<file path="src/rtl/cascade_pkg.sv">
package cascade_pkg;

  // Index of the slice upstream of slice i in a ring of n slices.
  function automatic int ring_prev(input int i, input int n);
    return (i == 0) ? n - 1 : i - 1;
  endfunction

  // Strap value for slice i: low marks the ring leader.
  function automatic logic leader_strap(input int i);
    return (i == 0) ? 1'b0 : 1'b1;
  endfunction

endpackage

</file>
<file path="src/rtl/slice_store.sv">
module slice_store #(
  parameter int DATA_W = 9,
  parameter int DEPTH  = 8,
  localparam int PTR_W = (DEPTH > 1) ? $clog2(DEPTH) : 1
) (
  input  logic              clk,
  input  logic              rst,
  input  logic              we,
  input  logic [PTR_W-1:0]  waddr,
  input  logic [DATA_W-1:0] wdata,
  input  logic              re,
  input  logic [PTR_W-1:0]  raddr,
  output logic [DATA_W-1:0] rdata,
  output logic              rvalid
);

  logic [DATA_W-1:0] mem [DEPTH];

  // Simple dual-port array with registered read: maps to block RAM.
  always_ff @(posedge clk) begin
    if (we) mem[waddr] <= wdata;
    if (re) rdata <= mem[raddr];
  end

  always_ff @(posedge clk) begin
    if (rst) rvalid <= 1'b0;
    else     rvalid <= re;
  end

endmodule

</file>
<file path="src/rtl/slice_token.sv">
module slice_token #(
  parameter int DEPTH = 8,
  localparam int PTR_W = (DEPTH > 1) ? $clog2(DEPTH) : 1,
  localparam logic [PTR_W-1:0] LAST = PTR_W'(DEPTH - 1)
) (
  input  logic             clk,
  input  logic             rst,
  input  logic             strap_n,
  input  logic             step,
  input  logic             pass_in,
  output logic             own,
  output logic             pass_out,
  output logic [PTR_W-1:0] ptr
);

  // Handoff pulse lasts the cycle in which the final location of the visit is used.
  assign pass_out = step && (ptr == LAST);

  always_ff @(posedge clk) begin
    if (rst) begin
      own <= ~strap_n;
      ptr <= '0;
    end else begin
      if (pass_in)       own <= 1'b1;
      else if (pass_out) own <= 1'b0;
      if (step) ptr <= (ptr == LAST) ? '0 : ptr + 1'b1;
    end
  end

endmodule

</file>
<file path="src/rtl/chain_slice.sv">
module chain_slice #(
  parameter int DATA_W = 9,
  parameter int DEPTH  = 8,
  localparam int PTR_W = (DEPTH > 1) ? $clog2(DEPTH) : 1,
  localparam int CNT_W = $clog2(DEPTH + 1)
) (
  input  logic              clk,
  input  logic              rst,
  input  logic              strap_n,
  input  logic              wr_en_n,
  input  logic [DATA_W-1:0] wr_data,
  input  logic              rd_en_n,
  input  logic              wr_pass_in,
  input  logic              rd_pass_in,
  output logic              wr_pass_out,
  output logic              rd_pass_out,
  output logic              wr_own,
  output logic              rd_own,
  output logic              slice_full,
  output logic              slice_empty,
  output logic [DATA_W-1:0] rd_data,
  output logic              rd_valid
);

  logic [CNT_W-1:0] count;
  logic [PTR_W-1:0] wptr, rptr;
  logic             wr_go, rd_go;

  assign slice_full  = (count == CNT_W'(DEPTH));
  assign slice_empty = (count == '0);
  assign wr_go = wr_own && !wr_en_n && !slice_full;
  assign rd_go = rd_own && !rd_en_n && !slice_empty;

  slice_token #(.DEPTH(DEPTH)) u_wtok (
    .clk(clk), .rst(rst), .strap_n(strap_n), .step(wr_go),
    .pass_in(wr_pass_in), .own(wr_own), .pass_out(wr_pass_out), .ptr(wptr)
  );

  slice_token #(.DEPTH(DEPTH)) u_rtok (
    .clk(clk), .rst(rst), .strap_n(strap_n), .step(rd_go),
    .pass_in(rd_pass_in), .own(rd_own), .pass_out(rd_pass_out), .ptr(rptr)
  );

  slice_store #(.DATA_W(DATA_W), .DEPTH(DEPTH)) u_store (
    .clk(clk), .rst(rst), .we(wr_go), .waddr(wptr), .wdata(wr_data),
    .re(rd_go), .raddr(rptr), .rdata(rd_data), .rvalid(rd_valid)
  );

  always_ff @(posedge clk) begin
    if (rst) count <= '0;
    else if (wr_go && !rd_go) count <= count + 1'b1;
    else if (rd_go && !wr_go) count <= count - 1'b1;
  end

endmodule

</file>
<file path="src/rtl/token_ring_fifo.sv">
module token_ring_fifo
  import cascade_pkg::*;
#(
  parameter int DATA_W = 9,
  parameter int DEPTH  = 8,
  parameter int SLICES = 3
) (
  input  logic              clk,
  input  logic              rst,
  input  logic              wr_en_n,
  input  logic [DATA_W-1:0] wr_data,
  output logic              full,
  input  logic              rd_en_n,
  output logic [DATA_W-1:0] rd_data,
  output logic              rd_valid,
  output logic              empty,
  output logic [SLICES-1:0] wr_slot,
  output logic [SLICES-1:0] rd_slot
);

  logic [SLICES-1:0] wpass, rpass, s_full, s_empty, s_valid;
  logic [DATA_W-1:0] s_data [SLICES];

  for (genvar i = 0; i < SLICES; i++) begin : g_slice
    localparam int UP = ring_prev(i, SLICES);
    chain_slice #(.DATA_W(DATA_W), .DEPTH(DEPTH)) u_slice (
      .clk(clk), .rst(rst), .strap_n(leader_strap(i)),
      .wr_en_n(wr_en_n), .wr_data(wr_data), .rd_en_n(rd_en_n),
      .wr_pass_in(wpass[UP]), .rd_pass_in(rpass[UP]),
      .wr_pass_out(wpass[i]), .rd_pass_out(rpass[i]),
      .wr_own(wr_slot[i]), .rd_own(rd_slot[i]),
      .slice_full(s_full[i]), .slice_empty(s_empty[i]),
      .rd_data(s_data[i]), .rd_valid(s_valid[i])
    );
  end

  assign full     = |(wr_slot & s_full);
  assign empty    = |(rd_slot & s_empty);
  assign rd_valid = |s_valid;

  always_comb begin
    rd_data = '0;
    for (int i = 0; i < SLICES; i++)
      rd_data = rd_data | (s_data[i] & {DATA_W{s_valid[i]}});
  end

endmodule

</file>
<file path="config.mk">
export PLATFORM = sky130hd
export DESIGN_NAME = token_ring_fifo
export DESIGN_NICKNAME = d
export VERILOG_FILES = /design/src/rtl/cascade_pkg.sv /design/src/rtl/slice_store.sv /design/src/rtl/slice_token.sv /design/src/rtl/chain_slice.sv /design/src/rtl/token_ring_fifo.sv
export SDC_FILE = /design/constraint.sdc
export NUM_CORES = 1
export LEC_CHECK = 0
export BUFFER_PORTS_ARGS = -buffer_cell sky130_fd_sc_hd__buf_2
export CELL_PAD_IN_SITES_DETAIL_PLACEMENT = 0
export CELL_PAD_IN_SITES_GLOBAL_PLACEMENT = 1
export CORE_AREA = 2 2 148 150
export DETAILED_ROUTE_END_ITERATION = 6
export DIE_AREA = 0 0 150 152
export GPL_TIMING_DRIVEN = 0
export HOLD_SLACK_MARGIN = 0.15
export PLACE_DENSITY = 0.84
export SYNTH_ARGS = -nofsm -noshare
export SYNTH_HDL_FRONTEND = slang
export SYNTH_SLANG_ARGS = --single-unit
</file>
<file path="constraint.sdc">
create_clock -name clk -period 3.4 [get_ports clk]
set_input_delay 0.17 -clock clk [delete_from_list [all_inputs] [get_ports clk]]
set_output_delay 0.17 -clock clk [all_outputs]
set_load 0.02 [all_outputs]
</file>
After elaboration in Yosys (flattened, before gate mapping)
Memory sizes are Yosys's and may differ from the RTL's. A register that Yosys moved wholly into a read port is not among the register bits.
Index checks and enable logic that the tools add are counted.
{ "totals": {"reg_bits": 39, "mem_bits_rw": 216, "input_bits": 13, "out_inout_bits": 18, "wordCells": 128, "memories": 3} }
{ "classes": {"addsub": 12, "n_eq_ne": 9, "n_mux": 26, "bitwise": 7, "reduce_logical": 53} }
{ "memory_table": {"columns": ["memory", "words", "word_bits", "rd", "rd_clocked_by_memory_dff", "write_ports", "line", "text"], "rows": [
  ["g_slice[0].u_slice.u_store.mem", 8, 9, 1, 1, 1, "slice_store.sv:17", "logic [DATA_W-1:0] mem [DEPTH];"],
  ["g_slice[1].u_slice.u_store.mem", 8, 9, 1, 1, 1, "slice_store.sv:17", null],
  ["g_slice[2].u_slice.u_store.mem", 8, 9, 1, 1, 1, "slice_store.sv:17", null]
]} }
{ "op_table": {"columns": ["operator", "count"], "rows": [
  ["$and 9x9->9", 3],
  ["$logic_and 1x1->1", 24],
  ["$mux 4", 6],
  ["$add 3x1->3 const B", 6],
  ["$eq 3x3->1 const B", 6],
  ["$mux 3", 6],
  ["$or 9x9->9", 2],
  ["$logic_not 1->1", 14],
  ["$mux 1", 14],
  ["$reduce_bool 2->1", 7],
  ["$add 4x1->4 const B", 3],
  ["$eq 4x4->1 const B", 3],
  ["$logic_not 4->1", 3],
  ["$sub 4x1->4 const B", 3],
  ["$reduce_or 3->1", 3],
  ["$and 3x3->3", 2],
  ["$reduce_or 2->1", 2]
]} }

Longest topological paths before layout
{ "depth": {"ltp_word": 7, "ltp_mapped": 11, "depth_no_buf": 10} }

Modules after synthesis
From an unflattened synthesis, not the netlist that was laid out.
{ "hier_totals": {"cells_unflattened": 607, "hier_area_um2": 11596.1} }
{ "modules_own_cells": {"columns": ["module", "n_inst", "cells_per_inst", "area_per_inst_um2", "seq_area_each_um2"], "rows": [
  ["slice_store", 3, 128, 3135.5, 2452.4],
  ["slice_token", 6, 17, 187.7, 90.1],
  ["chain_slice", 3, 31, 290.3, 80.1],
  ["token_ring_fifo", 1, 28, 192.7, 0.0]
]} }

Worst setup path before layout
No wires, ideal clock.
{ "synth_timing": {"path_type": "register -> register", "start": "register g_slice[0].u_slice.count[0]", "end": "register g_slice[0].u_slice.count[3]", "setup_time_ps": 121, "arrival_time_ps": 2403, "required_time_ps": 3279, "slack_ps": 877, "stages_incl_launch_ff": 12, "path_buffers": 1, "period_less_slack_ps": 2523, "path_cell_list": "dfxtp_1 nor4b_1 or3b_1 buf_2 inv_2 ha_1 inv_1 ha_1 a21oi_1 a211oi_1 a31oi_1 mux2_2"} }
{ "synth_between": {"elab_chain_cells": 6, "elab_cells_between_ends": 15, "cone_classes": "add/sub: 2; eq/ne: 1; mux: 2; reduce/logical: 10"} }
{ "synth_lines": {"columns": ["element", "line", "text"], "rows": [
  ["start: declaration", "chain_slice.sv:25", "logic [CNT_W-1:0] count;"],
  ["start signal: assignment", "chain_slice.sv:51", "else if (wr_go && !rd_go) count <= count + 1'b1;"],
  ["start signal: assignment", "chain_slice.sv:52", "else if (rd_go && !wr_go) count <= count - 1'b1;"],
  ["$eq 4x4->1 *", "chain_slice.sv:29", "assign slice_full = (count == CNT_W'(DEPTH));"],
  ["$logic_not 1->1 *", "chain_slice.sv:31", "assign wr_go = wr_own && !wr_en_n && !slice_full;"],
  ["$logic_and 1x1->1 *", "chain_slice.sv:31", null],
  ["via g_slice[0].u_slice.u_store.we", "slice_store.sv:8", "input logic we,"],
  ["$logic_not 1->1", "chain_slice.sv:52", null],
  ["$logic_and 1x1->1", "chain_slice.sv:52", null],
  ["$reduce_bool 2->1 (no line)", null, null]
]} }
Mark *: on every way through the listed nets, which the timed path passes. The rest lies on a longest branch. The select of a mux whose other input is x is not followed.
A chain may end at the register's enable or synchronous reset.

Worst setup path after layout
Ends and elaborated chain as after synthesis.

==> results by group <==
Outcome
  – Outcome: finished, violations left
  – Failing checks: DRC

Finish
  – Area used by multi-input combinational logic: 2935 sq um
  – Post-route cell area: 12810 sq um
  – Layout cell share with drive strength beyond 1: 27.17%
  – # nets final: 741
  – Register area: 8078 sq um
  – ANT cells: 0
  – Area growth syn-to-layout: 14.08%
  – Fillers: 1544

Clock network
  – Root Buffer: clkbuf_16
  – Num Clock Sinks: 282
  – Clock Pin Slew Worst Setup and Hold Paths: 60 ps
  – Setup Fix Bufs, Post-CTS: 0
  – Inserted Clock Buffers: 28
  – H-tree depth: 1
  – CTS tree: yes
  – Post-CTS sizing: 0
  – Clock Tree Buf Depth: 3
  – Worst skew pair latency: 530 ps

Timing
  – Setup TNS: 0 ps
  – Slew Limit Fails: 0
  – F_max: 328.9 MHz
  – # setup viols final: 0
  – Worst Slack Setup Final: 359.2 ps
  – Final period utilization: 89.43%
  – Worst clock skew: 8.632 ps
  – Tmin final: 3041 ps
  – Hold Fails Final Rpt: 0
  – Worst slew pin tran: 1283 ps
  – RSZ-0062 raised after global routing: false
  – Slew Limit Headroom: 13.80%

Routing
  – Drt pass-1 iters: 7
  – Detail Route Antenna Nets: 0
  – Vias/cell: 5.890
  – Routed WL: 22540 um
  – DR DRC count: 3
  – Initial drt markers: 566
  – Via count: 5919
  – WL/cell: 22.43 um

Setup path
  – CP endpoint kind: flop
  – Startpoint Class: flop
  – Arr. time, crit path: 3460 ps
  – Crit path required time: 3820 ps
  – WS Path Type: flop to flop
  – Maximum fanout along the worst path: 9

Synthesis
  – Leading post-synthesis cells by cell area: edfxtp_1 (65%), mux4_2 (11%), dfxtp_1 (7.0%)
  – Post-Synth Adder-Cell Area: 2.874%
  – Yosys warnings: 0
  – Xor-xnor portion of the synthesized cell area: 0.4679%
  – Post-Syn Nets: 665
  – Area share of the largest cell type after synthesis: 64.97%
  – Top_reg_cell synth: edfxtp_1
  – Syn Std Cell Area: 11230 sq um
  – Synthesized flop and latch total: 282
  – Dominant cell type by area after synthesis: edfxtp_1
  – Post-Synth Simple-Gate Area: 5.314%
  – Avg Inst Size Synth: 17.88 sq um
  – EDFF count, synth: 243
  – Register area share after synthesis: 71.93%
  – Largest family of logic cells by synthesized area: multiplexers
  – Cells after synthesis: 628
  – Mux contribution to synthesized area: 14.10%
  – Post-synth cell types: 36
  – Async set or reset register ratio after synthesis: 0%
  – Compound-Gate Fraction of Synth Area: 2.897%
  – Top cells by count, synth: edfxtp_1 (243), mux4_2 (54), dfxtp_1 (39), nand2_1 (38)
  – Most numerous cell in the Yosys netlist: edfxtp_1

Die
  – Die Y-Extent: 152 um
  – Starting Density: 52.60%
  – IO Count: 31
  – Die area: 22800 sq um
  – Die W: 150 um
  – Std cell rows: 54
  – Core Area: 21350 sq um

Run
  – MaxCap Viol Count: 0

Placement
  – Placed cell area: 11790 sq um
  – GPL Wtd Cong: 0.8365
  – DP HPWL: 14420 um
  – Setup WS pre-CTS: 426.8 ps
  – Port buffer count: 30

GRT
  – First-pass GRT wire length: 34440 um
  – Initial antenna violation count: 0
  – Grt ovf: 0
  – GRT Total Usage: 20.21%
  – Number of global-route vias before repair: 6052
  – Largest net degree at the start of global routing: 25

Worst hold path
  – Hold WC Path Type: primary input to flop

Power and ir drop
  – P_leak: 0.004290 uW
  – Peak supply drop: 0.4248 mV
  – Power density over the cells: 606.3 nW/um^2
## final timing paths
kind                                                        from                                   end  slack [ps]  cells past startpoint
worst max-delay path                 g_slice[0].u_slice.count[0]           g_slice[0].u_slice.count[3]         360                     11
worst min-delay path                                  wr_data[0]  g_slice[0].u_slice.u_store.mem[0][0]         170                      1
worst max register to register       g_slice[0].u_slice.count[0]           g_slice[0].u_slice.count[3]         360                     11
worst min register to register  g_slice[0].u_slice.u_wtok.ptr[1]      g_slice[0].u_slice.u_wtok.ptr[1]         560                      2
## registers in the layout, summed over array words and instances, names as in the netlist
| name | cells |
|---|---|
| g_slice.u_slice.u_rtok.ptr | 9 |
| g_slice.u_slice.u_store.mem | 216 |
| g_slice.u_slice.u_rtok.own | 3 |
| g_slice.u_slice.u_wtok.own | 3 |
| g_slice.u_slice.u_store.rdata | 27 |
| g_slice.u_slice.u_wtok.ptr | 9 |
| g_slice.u_slice.count | 12 |
| g_slice.u_slice.u_store.rvalid | 3 |
## cell usage in the layout (no fill, tap or decap), types with 5 or more instances in the layout
cell type	Yosys	layout
ha_1	21	21
nor3_2	0	7
inv_1	16	16
or3_1	7	7
buf_4	6	10
clkbuf_16	0	29
mux2_2	30	30
nand2b_1	6	6
clkbuf_1	12	20
buf_2	13	45
edfxtp_1	243	243
nand3_1	6	6
dlygate4sd3_1	0	9
inv_2	5	5
a222oi_1	9	9
nand2_1	38	38
mux4_2	54	54
or3b_1	6	6
nor2_1	30	30
nor3_1	12	5
a21oi_1	27	27
dfxtp_1	39	39
## routing by layer
| metal | up-vias | GRT usage, % | part of all wire [%] |
|---|---|---|---|
| met5 | - | 0 | 0 |
| met4 | 0 | 6.604 | 3.1 |
| met3 | 47 | 3.003 | 5.4 |
| met2 | 192 | 32.12 | 48 |
| met1 | 3051 | 29.13 | 44 |
| li1 | 2629 | - | - |
## what timing repair did
item | CTS | global route
hold buffers | 9 | 0
endpoints found under the setup margin | 0 | 0
endpoints found under the hold margin | 143 | 0
## final cells by class
type                    instances  area share [%]
clock buffers                  38           6.006
flip-flops and latches        282           63.05
multi-input cells             288           22.91
repair buffers                 46           2.246
inverters                      21          0.6152
plain buffers                  37           1.504
clock inverters                13          0.9375
well taps                     280           2.734
## critical path, cell delays in order, from the launching register on
cell and delay [ps]:
dfxtp_1 370, nor4b_1 450, or3b_1 180, buf_2 240, inv_2 120, ha_1 240
inv_1 150, ha_1 290, a21oi_1 200, a211oi_1 100, a31oi_1 220, mux2_2 360
## report_power, final
part	internal [uW]	total [uW]	switching, uW
clock	1740	2950	1210
sequential	3900	3970	70.7
combinational	351	852	501
## stage by stage
| step | std cells | total power, uW | utilization, % | hold WS, ps |
|---|---|---|---|---|
| floorplan | 628 | 4588 | - | 268.9 |
| global placement | 938 | 4818 | 54.95 | 517.2 |
| detailed placement | 942 | 4868 | 55.20 | 528.9 |
| CTS | 1002 | 7813 | 59.79 | 152.7 |
| global route | 1005 | 8021 | 60.01 | 169.9 |
| finish | 1005 | 7768 | 60.01 | 165.5 |
## logic make-up after synthesis
kind of cell	count (synthesis)
adders and majority gates	24
and+or+nand+nor	121
AOI/OAI and AO/OA	50
buffers and inverters	58
DFF	282
xor gates and xnor gates	6
muxes	87
Note: power is estimated with default switching activity, not from simulation.
